[src/rtl/pal_pkg.sv]
package pal_pkg;

  localparam int unsigned INSN_W = 32;
  localparam int unsigned IDX_W  = 5;

  typedef enum logic [0:0] {
    ST_IDLE = 1'b0,
    ST_READ = 1'b1
  } pal_state_e;

  typedef struct packed {
    logic             acc;    // accumulating form
    logic             uns;    // zero-extend sources
    logic             wide;   // 128-bit operand
    logic [1:0]       size;   // element size code
    logic [IDX_W-1:0] didx;   // destination index
    logic [IDX_W-1:0] sidx;   // source index
    logic             undef;  // undefined encoding
  } pal_op_t;

  // Fixed bits shared by both forms.
  function automatic logic pal_fixed_ok(input logic [INSN_W-1:0] w);
    return (w[31:23] == 9'b111100111) && (w[21:20] == 2'b11) &&
           (w[17:16] == 2'b00) && (w[4] == 1'b0);
  endfunction

  // Extend an element of esz bits held in v to 64 bits.
  function automatic logic [63:0] pal_widen(input logic [31:0] v,
                                            input int unsigned esz,
                                            input logic uns);
    logic [63:0] r;
    logic        fill;
    fill = uns ? 1'b0 : v[esz-1];
    r = {32'b0, v};
    for (int b = 0; b < 64; b++) begin
      if (b >= int'(esz)) r[b] = fill;
    end
    return r;
  endfunction

  // Paired sum with optional accumulate, 64-bit wide, caller truncates.
  function automatic logic [63:0] pal_lane(input logic [31:0] a,
                                           input logic [31:0] b,
                                           input logic [63:0] prior,
                                           input int unsigned esz,
                                           input logic uns,
                                           input logic acc);
    logic [63:0] s;
    s = pal_widen(a, esz, uns) + pal_widen(b, esz, uns);
    if (acc) s = s + prior;
    return s;
  endfunction

endpackage

[src/rtl/pal_decode.sv]
module pal_decode
  import pal_pkg::*;
(
  input  logic [INSN_W-1:0] word,
  output logic              hit,
  output pal_op_t           op
);

  logic             form_acc;
  logic             form_plain;
  logic [IDX_W-1:0] draw;
  logic [IDX_W-1:0] sraw;
  logic             wide;
  logic             bad_size;
  logic             bad_align;

  assign form_acc   = (word[11:8] == 4'b0110);
  assign form_plain = (word[11:8] == 4'b0010);
  assign hit        = pal_fixed_ok(word) && (form_acc || form_plain);

  assign draw = {word[22], word[15:12]};
  assign sraw = {word[5], word[3:0]};
  assign wide = word[6];

  assign bad_size  = (word[19:18] == 2'b11);
  assign bad_align = wide && (word[12] || word[0]);

  always_comb begin
    op.acc   = form_acc;
    op.uns   = word[7];
    op.wide  = wide;
    op.size  = word[19:18];
    op.didx  = wide ? {1'b0, draw[IDX_W-1:1]} : draw;
    op.sidx  = wide ? {1'b0, sraw[IDX_W-1:1]} : sraw;
    op.undef = bad_size || bad_align;
  end

endmodule

[src/rtl/pal_datapath.sv]
module pal_datapath
  import pal_pkg::*;
#(
  parameter int unsigned VEC_W = 128
) (
  input  logic [VEC_W-1:0] src,
  input  logic [VEC_W-1:0] dst,
  input  logic [1:0]       size,
  input  logic             uns,
  input  logic             acc,
  input  logic             wide,
  output logic [VEC_W-1:0] res
);

  localparam int unsigned HALF_W = VEC_W / 2;
  localparam int unsigned N_SIZE = 3;

  logic [VEC_W-1:0] by_size [0:3];
  logic [VEC_W-1:0] picked;

  for (genvar gs = 0; gs < N_SIZE; gs++) begin : g_size
    localparam int unsigned ESZ = 8 << gs;
    localparam int unsigned LW  = 2 * ESZ;
    localparam int unsigned NL  = VEC_W / LW;
    logic [VEC_W-1:0] lanes;
    for (genvar gl = 0; gl < NL; gl++) begin : g_lane
      logic [63:0] full;
      assign full = pal_lane(32'(src[gl*LW +: ESZ]),
                             32'(src[gl*LW+ESZ +: ESZ]),
                             64'(dst[gl*LW +: LW]),
                             ESZ, uns, acc);
      assign lanes[gl*LW +: LW] = full[LW-1:0];
    end
    assign by_size[gs] = lanes;
  end

  assign by_size[3] = '0;
  assign picked     = by_size[size];
  assign res        = wide ? picked : {{HALF_W{1'b0}}, picked[HALF_W-1:0]};

endmodule

[src/rtl/pal_ctrl.sv]
module pal_ctrl
  import pal_pkg::*;
#(
  parameter int unsigned VEC_W = 128
) (
  input  logic             clk,
  input  logic             rst_n,
  input  logic             insn_valid,
  input  logic             hit,
  input  pal_op_t          op_in,
  input  logic             rd_valid,
  input  logic [VEC_W-1:0] res,
  output logic             ready,
  output logic             accept_evt,
  output logic             finish_evt,
  output logic             rd_req,
  output pal_op_t          op_q,
  output logic             foreign,
  output logic             done,
  output logic             undef,
  output logic             wr_en,
  output logic [IDX_W-1:0] wr_idx,
  output logic             wr_wide,
  output logic [VEC_W-1:0] wr_data
);

  pal_state_e state;

  assign ready      = (state == ST_IDLE);
  assign rd_req     = (state == ST_READ);
  assign accept_evt = ready && insn_valid && hit;
  assign finish_evt = rd_req && rd_valid;

  always_ff @(posedge clk or negedge rst_n) begin
    if (!rst_n) begin
      state   <= ST_IDLE;
      op_q    <= '0;
      foreign <= 1'b0;
      done    <= 1'b0;
      undef   <= 1'b0;
      wr_en   <= 1'b0;
      wr_idx  <= '0;
      wr_wide <= 1'b0;
      wr_data <= '0;
    end else begin
      foreign <= ready && insn_valid && !hit;
      done    <= finish_evt;
      undef   <= finish_evt && op_q.undef;
      wr_en   <= finish_evt && !op_q.undef;
      if (accept_evt) begin
        op_q  <= op_in;
        state <= ST_READ;
      end else if (finish_evt) begin
        state   <= ST_IDLE;
        wr_idx  <= op_q.didx;
        wr_wide <= op_q.wide;
        wr_data <= op_q.undef ? '0 : res;
      end
    end
  end

endmodule

[src/rtl/pal_unit.sv]
module pal_unit
  import pal_pkg::*;
#(
  parameter int unsigned VEC_W = 128
) (
  input  logic                 clk,
  input  logic                 rst_n,
  input  logic                 insn_valid,
  input  logic [INSN_W-1:0]    insn_word,
  output logic                 insn_ready,
  output logic                 foreign,
  output logic                 rd_req,
  output logic [IDX_W-1:0]     src_idx,
  output logic [IDX_W-1:0]     dst_idx,
  output logic                 dst_rd,
  input  logic                 rd_valid,
  input  logic [VEC_W-1:0]     src_data,
  input  logic [VEC_W-1:0]     dst_data,
  output logic                 done,
  output logic                 undef,
  output logic                 wr_en,
  output logic [IDX_W-1:0]     wr_idx,
  output logic                 wr_wide,
  output logic [VEC_W-1:0]     wr_data
);

  logic             dec_hit;
  pal_op_t          dec_op;
  pal_op_t          cur_op;
  logic             accept_evt;
  logic             finish_evt;
  logic [VEC_W-1:0] dp_res;

  pal_decode u_decode (
    .word (insn_word),
    .hit  (dec_hit),
    .op   (dec_op)
  );

  pal_ctrl #(.VEC_W(VEC_W)) u_ctrl (
    .clk        (clk),
    .rst_n      (rst_n),
    .insn_valid (insn_valid),
    .hit        (dec_hit),
    .op_in      (dec_op),
    .rd_valid   (rd_valid),
    .res        (dp_res),
    .ready      (insn_ready),
    .accept_evt (accept_evt),
    .finish_evt (finish_evt),
    .rd_req     (rd_req),
    .op_q       (cur_op),
    .foreign    (foreign),
    .done       (done),
    .undef      (undef),
    .wr_en      (wr_en),
    .wr_idx     (wr_idx),
    .wr_wide    (wr_wide),
    .wr_data    (wr_data)
  );

  pal_datapath #(.VEC_W(VEC_W)) u_dp (
    .src  (src_data),
    .dst  (dst_data),
    .size (cur_op.size),
    .uns  (cur_op.uns),
    .acc  (cur_op.acc),
    .wide (cur_op.wide),
    .res  (dp_res)
  );

  assign src_idx = cur_op.sidx;
  assign dst_idx = cur_op.didx;
  assign dst_rd  = rd_req && cur_op.acc;

endmodule

[config.mk]
export PLATFORM = sky130hd
export DESIGN_NAME = pal_unit
export DESIGN_NICKNAME = d
export VERILOG_FILES = /design/src/rtl/pal_pkg.sv /design/src/rtl/pal_decode.sv /design/src/rtl/pal_datapath.sv /design/src/rtl/pal_ctrl.sv /design/src/rtl/pal_unit.sv
export SDC_FILE = /design/constraint.sdc
export NUM_CORES = 2
export LEC_CHECK = 0
export BUFFER_PORTS_ARGS = -buffer_cell sky130_fd_sc_hd__buf_2
export CAP_MARGIN = 10
export CELL_PAD_IN_SITES_DETAIL_PLACEMENT = 0
export CELL_PAD_IN_SITES_GLOBAL_PLACEMENT = 1
export CORE_MARGIN = 4
export CORE_UTILIZATION = 41
export CTS_CLUSTER_SIZE = 12
export DETAILED_ROUTE_END_ITERATION = 8
export PLACE_DENSITY = 0.8
export SYNTH_ARGS = -nofsm -noshare
export SYNTH_HDL_FRONTEND = slang
export SYNTH_SLANG_ARGS = --single-unit
[constraint.sdc]
create_clock -name clk -period 5.45 [get_ports clk]
set_input_delay 0.2725 -clock clk [delete_from_list [all_inputs] [get_ports clk]]
set_output_delay 0.2725 -clock clk [all_outputs]
set_load 0.1 [all_outputs]
# Word-level counts from Yosys, hierarchy flattened
# Index checks and enable logic that the tools add are counted.
# word_totals
register_bits	155
inputBits	292
output_inout_bits	151
elab_cells	112
# op_classes
add_sub_neg	28
magnitude_cmp	1
n_eq_ne	5
muxes	39
bitwise	4
n_reduce_logical	20
# op_table
op	n
128-bit 2-to-1 mux	4
128-bit binary-select mux with 2-bit select	1
16-bit adder	8
32-bit adder	4
64-bit adder	2
16-bit 2-to-1 mux	8
32-bit 2-to-1 mux	4
64-bit 2-to-1 mux	2
9-bit by 9-bit adder with 10-bit output	8
17-bit by 17-bit adder with 18-bit output	4
33-bit by 33-bit adder with 34-bit output	2
1-bit 2-to-1 mux	18
1-bit logical AND	12
5-bit 2-to-1 mux	2
9-bit == test, second input constant	1
2-bit == test, second input constant	2
4-bit by 2-bit == test with 1-bit output, second input constant	1
4-bit by 3-bit == test with 1-bit output, second input constant	1
3-bit greater-or-equal comparator, second input constant	1
1-bit logical OR	3
1-bit inverter	3
2-bit inverter with 3-bit output	1
1-bit logical NOT	2
2-bit logical NOT	1
2 further kinds	2

# Logic depth before layout (Yosys ltp)
# depth
ltp_word	9
mapped_depth	25
ltp_nobuf	24

# By module
# Synthesis repeated with hierarchy kept, for this count alone.
# hier_totals
hier_cells	5065
area_unflattened_um2	38383.1
# by_module_without_submodules
module	n_inst	cells_each	area_per_inst_um2
pal_datapath	1	4408	31421.4
pal_ctrl	1	629	6740.2
pal_decode	1	27	215.2
pal_unit	1	1	6.3

# Least setup slack after synthesis
# No wires, ideal clock.
# synth_timing
path_kind	input to register
from	in src_data[1]
to	reg u_ctrl.wr_data[63]
setup_time_ns	0.123
t_arrival_ns	5.875
path_slack_ns	-0.548
stages	21
n_path_buf	1
cell_sequence	ha_1 a211o_1 a2111o_1 nand4_1 a211oi_1 o21bai_1 a21oi_1 o22ai_1 ha_1 clkbuf_1 or2_2 a31oi_1 a21oi_1 and3_1 o211ai_1 nand3_1 a21oi_1 mux2i_1 or3_1 a31o_2 a32o_1
# synth_between
elab_chain_len	8
# synth_lines
item	line	rtl
start: declaration	pal_unit.sv:17	input logic [VEC_W-1:0] src_data,
33-bit by 33-bit adder with 34-bit output (*)	pal_pkg.sv:49	s = pal_widen(a, esz, uns) + pal_widen(b, esz, uns);
64-bit adder	pal_pkg.sv:50	if (acc) s = s + prior;
64-bit 2-to-1 mux (*)	pal_pkg.sv:50	
128-bit binary-select mux with 2-bit select (*)	pal_datapath.sv:38	assign picked = by_size[size];
128-bit 2-to-1 mux (not written as such) (*) (2 in series)	pal_datapath.sv:38	
128-bit 2-to-1 mux (*)	pal_datapath.sv:39	assign res = wide ? picked : {{HALF_W{1'b0}}, picked[HALF_W-1:0]};
128-bit 2-to-1 mux (*)	pal_ctrl.sv:57	wr_data <= op_q.undef ? '0 : res;
end signal: assignment	pal_ctrl.sv:57	
end: declaration	pal_ctrl.sv:24	output logic [VEC_W-1:0] wr_data
# Every way passes the cells marked *; elsewhere a longest branch is shown, timed or not. The select of a mux whose other input is x is not followed.
# A chain may end at the register's enable or synchronous reset.

# Final worst setup path
# layout_timing
from	in src_data[64]
to	reg u_ctrl.wr_data[121]
# The elaborated chain is that of the path after synthesis.

==> tab_implementation.tex <==
\begin{tabular}{lr}
\hline
Metric & Value \\
\hline
\multicolumn{2}{l}{\textbf{Status}} \\
\quad Outcome & completed \\
\multicolumn{2}{l}{\textbf{Timing}} \\
\quad Worst clock skew on the final layout & 20.8 ps \\
\quad Final slew viol count & 0 \\
\quad Final Hold Viols & 0 \\
\quad Total Negative Setup Slacks & 0 ps \\
\quad Clock period minus worst slack & 5250 ps \\
\quad Highest Clock Rate & 191 MHz \\
\quad Final clock period utilization by the worst path & 96.3\% \\
\quad Unrepaired setup endpoints after global routing & true \\
\quad Worst slew pin tran & 1120 ps \\
\quad Final setup violating endpoints & 0 \\
\quad Relative slew slack & 25.2\% \\
\multicolumn{2}{l}{\textbf{Drt}} \\
\quad Top Layer Used & met5 \\
\quad Post-route DRC violation count & 0 \\
\quad Count of TritonRoute iterations in the first routing pass & 6 \\
\quad Post-route antenna net violation count & 0 \\
\quad Met3 wire length & 10.6 mm \\
\quad Routed vias/inst & 6.06 \\
\quad Routed wl met2 & 75.4 mm \\
\quad Routed length on met1 & 70.8 mm \\
\quad DRT Wirelength & 165 mm \\
\quad Vias & 43007 \\
\quad Initial DRC count & 3552 \\
\quad Wire per inst & 23.3 um \\
\multicolumn{2}{l}{\textbf{GRT}} \\
\quad Global-route wire length before repair & 247 mm \\
\quad Global Route Usage Sum & 32.4\% \\
\quad Via count of the first global-routing pass & 41563 \\
\quad Maximum number of pins on one net before global-route repair & 141 \\
\quad Aggregate global routing overflow & 0 \\
\quad Antenna violations before repair & 12 \\
\multicolumn{2}{l}{\textbf{Finish}} \\
\quad Area delta synth->final & 20.4\% \\
\quad Area taken by flip-flops and latches & 3890 um2 \\
\quad Leading cell types in the layout, fill and taps excluded & sky130\_fd\_sc\_hd\_\_ha\_1, sky130\_fd\_sc\_hd\_\_a21oi\_1, sky130\_fd\_sc\_hd\_\_buf\_4 \\
\quad Net count reported at finish & 6738 \\
\quad Layout cells sized above 1 & 19.7\% \\
\quad Fillers & 9329 \\
\quad Most common cell after layout, fill and taps aside & sky130\_fd\_sc\_hd\_\_ha\_1 \\
\quad Number of cells in the finished layout apart from fillers & 7096 \\
\quad Total area of multi-input combinational cells & 32900 um2 \\
\multicolumn{2}{l}{\textbf{Placement}} \\
\quad Final GP Congestion & 1.00 \\
\quad Number of port buffers & 442 \\
\quad Instance count after placement with tap cells included & 7049 \\
\quad Post-DP HPWL & 136 mm \\
\multicolumn{2}{l}{\textbf{Synthesis}} \\
\quad Top\_reg\_cell synth & sky130\_fd\_sc\_hd\_\_dfrtp\_1 \\
\quad Post-Synthesis Cells & 5037 \\
\quad Post-Synthesis Cell Area & 38100 um2 \\
\quad Synth warn & 0 \\
\quad Asr flop ratio synth & 100\% \\
\quad Flip-flop and latch count after synthesis & 155 \\
\quad Post-Syn Area per Cell & 7.57 um2 \\
\quad EDFF count, synth & 0 \\
\quad Syn nets & 5942 \\
\quad Seq/Total Area, Yosys & 10.2\% \\
\quad Count of different cell masters after synthesis & 99 \\
\multicolumn{2}{l}{\textbf{CTS}} \\
\quad Clock tree from TritonCTS & built \\
\quad Clock tree buffer depth & 2 \\
\quad Clock tree sinks & 155 \\
\quad Clk pin slew, worst setup/hold paths & 70 ps \\
\quad Buffer type at the clock tree root & sky130\_fd\_sc\_hd\_\_clkbuf\_16 \\
\quad Insertion delay to the later sink of the worst-skew pair & 530 ps \\
\quad Deepest level of the CTS H-tree & 4 \\
\quad Number of buffers added by the clock tree synthesis step & 17 \\
\multicolumn{2}{l}{\textbf{Setup path}} \\
\quad Worst r2r src & u\_ctrl.op\_q[14]\$\_DFFE\_PN0P\_ \\
\quad Setup crit end kind & register \\
\quad CP Launch Point & src\_data[64] \\
\quad Startpoint type of the worst setup path & input pin \\
\quad Peak fanout along the critical path & 4 \\
\quad Required time at the endpoint of the critical path & 5810 ps \\
\quad Data arrival time of the critical path & 5600 ps \\
\quad Path type of the worst setup path & input pin to register \\
\multicolumn{2}{l}{\textbf{Hold path}} \\
\quad Worst hold start & insn\_word[5] \\
\quad Path category of the worst min-delay check & input pin to register \\
\multicolumn{2}{l}{\textbf{Floorplan}} \\
\quad Row cnt & 111 \\
\quad Placeable core region & 91900 um2 \\
\quad Effective utilization at floorplan & 41.4\% \\
\quad Die width & 313 um \\
\quad I/O Pins & 443 \\
\quad Die Height & 313 um \\
\quad Total die area & 97900 um2 \\
\multicolumn{2}{l}{\textbf{Job}} \\
\quad Max-capacitance violation count & 0 \\
\multicolumn{2}{l}{\textbf{Power}} \\
\quad Leakage power & 22.4 nW \\
\quad Pwr/cell area & 247 nW/um2 \\
\quad Peak VDD IR & 0.260 mV \\
\hline
\end{tabular}
## cell usage after synthesis (all sizes together) (57+ instances only)
cell	n	area, um2
inv	211	792
mux2i	63	631
ha	585	7320
dfrtp	155	3880
a21oi	559	2800
o21ai	343	1720
a211oi	75	573
a21o	243	1830
o21a	63	473
nor2b	67	419
a31oi	57	357
nand2b	64	400
nor2	356	1340
clkbuf	144	602
nand4	57	357
xor2	150	1310
nand3	90	450
xnor2	298	2610
nand2	455	1710
o21bai	91	683
nor3	103	515
## metal layers
| metal | GRT usage, % | vias to the layer above |
|---|---|---|
| met2 | 53.7 | 1598 |
| met1 | 42.1 | 20462 |
| met3 | 4.17 | 337 |
| met4 | 14.9 | 4 |
| met5 | 0 | - |
| li1 | - | 20606 |
## power by group
part | switching, mW | internal [mW]
registers | 0.0574 | 1.21
clock network | 0.658 | 0.619
logic | 5.05 | 3.75
total | 5.76 | 5.57
## final cells by class
| class | instances | share of cell area (%) |
|---|---|---|
| multi-input cells | 4488 | 71.7 |
| repair buffers | 959 | 13.5 |
| flip-flops and latches | 155 | 8.48 |
| well taps | 1243 | 3.39 |
| inverters | 212 | 1.75 |
| clock buffers | 20 | 0.995 |
| clock inverters | 12 | 0.224 |
| diodes | 7 | 0.0382 |
## worst max-delay path, cell delays in order
cell and delay [ps]:
sky130_fd_sc_hd__buf_2 110, sky130_fd_sc_hd__ha_1 230, sky130_fd_sc_hd__fa_2 360, sky130_fd_sc_hd__a21o_1 210
sky130_fd_sc_hd__a211oi_2 240, sky130_fd_sc_hd__o21ai_2 100, sky130_fd_sc_hd__a221o_2 400, sky130_fd_sc_hd__buf_4 160
sky130_fd_sc_hd__a221o_2 400, sky130_fd_sc_hd__a211oi_4 270, sky130_fd_sc_hd__nor4_1 90, sky130_fd_sc_hd__nor3_1 220
sky130_fd_sc_hd__xnor2_1 180, sky130_fd_sc_hd__ha_1 380, sky130_fd_sc_hd__nand2_1 90, sky130_fd_sc_hd__a21o_1 180
sky130_fd_sc_hd__a21oi_1 140, sky130_fd_sc_hd__o21ai_1 110, sky130_fd_sc_hd__o21ai_1 210, sky130_fd_sc_hd__nand2_2 110
sky130_fd_sc_hd__a211oi_2 250, sky130_fd_sc_hd__nor2b_2 70, sky130_fd_sc_hd__buf_4 150, sky130_fd_sc_hd__buf_4 130
sky130_fd_sc_hd__o21bai_1 170, sky130_fd_sc_hd__mux2i_1 230, sky130_fd_sc_hd__o221ai_1 130
## what timing repair did
item / in CTS / in global routing
gates cloned: 0 / 0
resized for setup: 3 / 47
hold buffers: 5 / 0
pin swaps: 0 / 11
endpoints found under the setup margin: 6 / 48
buffers inserted: 0 / 3
endpoints found under the hold margin: 96 / 0
## final timing paths
path / end / slack (ps) / depth (start not counted)
setup / recovery: u_ctrl.wr_data[121]$_DFFE_PN0P_ / 200 / 27
hold / removal: u_ctrl.op_q[5]$_DFFE_PN0P_ / 30 / 3
setup reg to reg: u_ctrl.wr_data[61]$_DFFE_PN0P_ / 410 / 18
hold reg to reg: u_ctrl.wr_idx[0]$_DFFE_PN0P_ / 480 / 2
max in group asynchronous: u_ctrl.wr_en$_DFF_PN0_ / 3740 / 3
min in group asynchronous: u_ctrl.op_q[4]$_DFFE_PN0P_ / 430 / 2
## through the flow
step | hold slack [ps] | worst slack [ps] | total power [mW] | utilization, % | cell area, um2
after floorplan | -23.1 | 44.9 | 7.09 | - | 38100
after global placement | 454 | -518 | 9.77 | 49.0 | 45000
after detailed placement | 452 | -608 | 9.82 | 49.0 | 45000
after CTS | 0.681 | -12.8 | 11.2 | 49.7 | 45700
after global routing | 36.8 | -10.4 | 12.2 | 49.9 | 45900
final | 30.9 | 202 | 11.3 | 49.9 | 45900
## cells by family (layout without fill, tap and decap cells)
kind of cell | after synthesis | after routing | synth area share [%]
AOI/OAI and AO/OA | 1892 | 1892 | 32.5
and+or+nand+nor | 1418 | 1418 | 17.7
adders and majority gates | 613 | 613 | 20.7
xor gates and xnor gates | 448 | 448 | 10.3
buffers and inverters | 394 | 1203 | 4.18
DFF | 155 | 155 | 10.2
muxes | 117 | 117 | 4.46
other | 0 | 7 | 0
## registers in the layout, summed over array words and instances, names as in the netlist
name	flops
u_ctrl.op_q	16
u_ctrl.wr_idx	5
u_ctrl.wr_wide	1
u_ctrl.foreign	1
u_ctrl.rd_req	1
u_ctrl.wr_en	1
u_ctrl.done	1
u_ctrl.wr_data	128
u_ctrl.undef	1
Power figures use the tool's default switching activity.
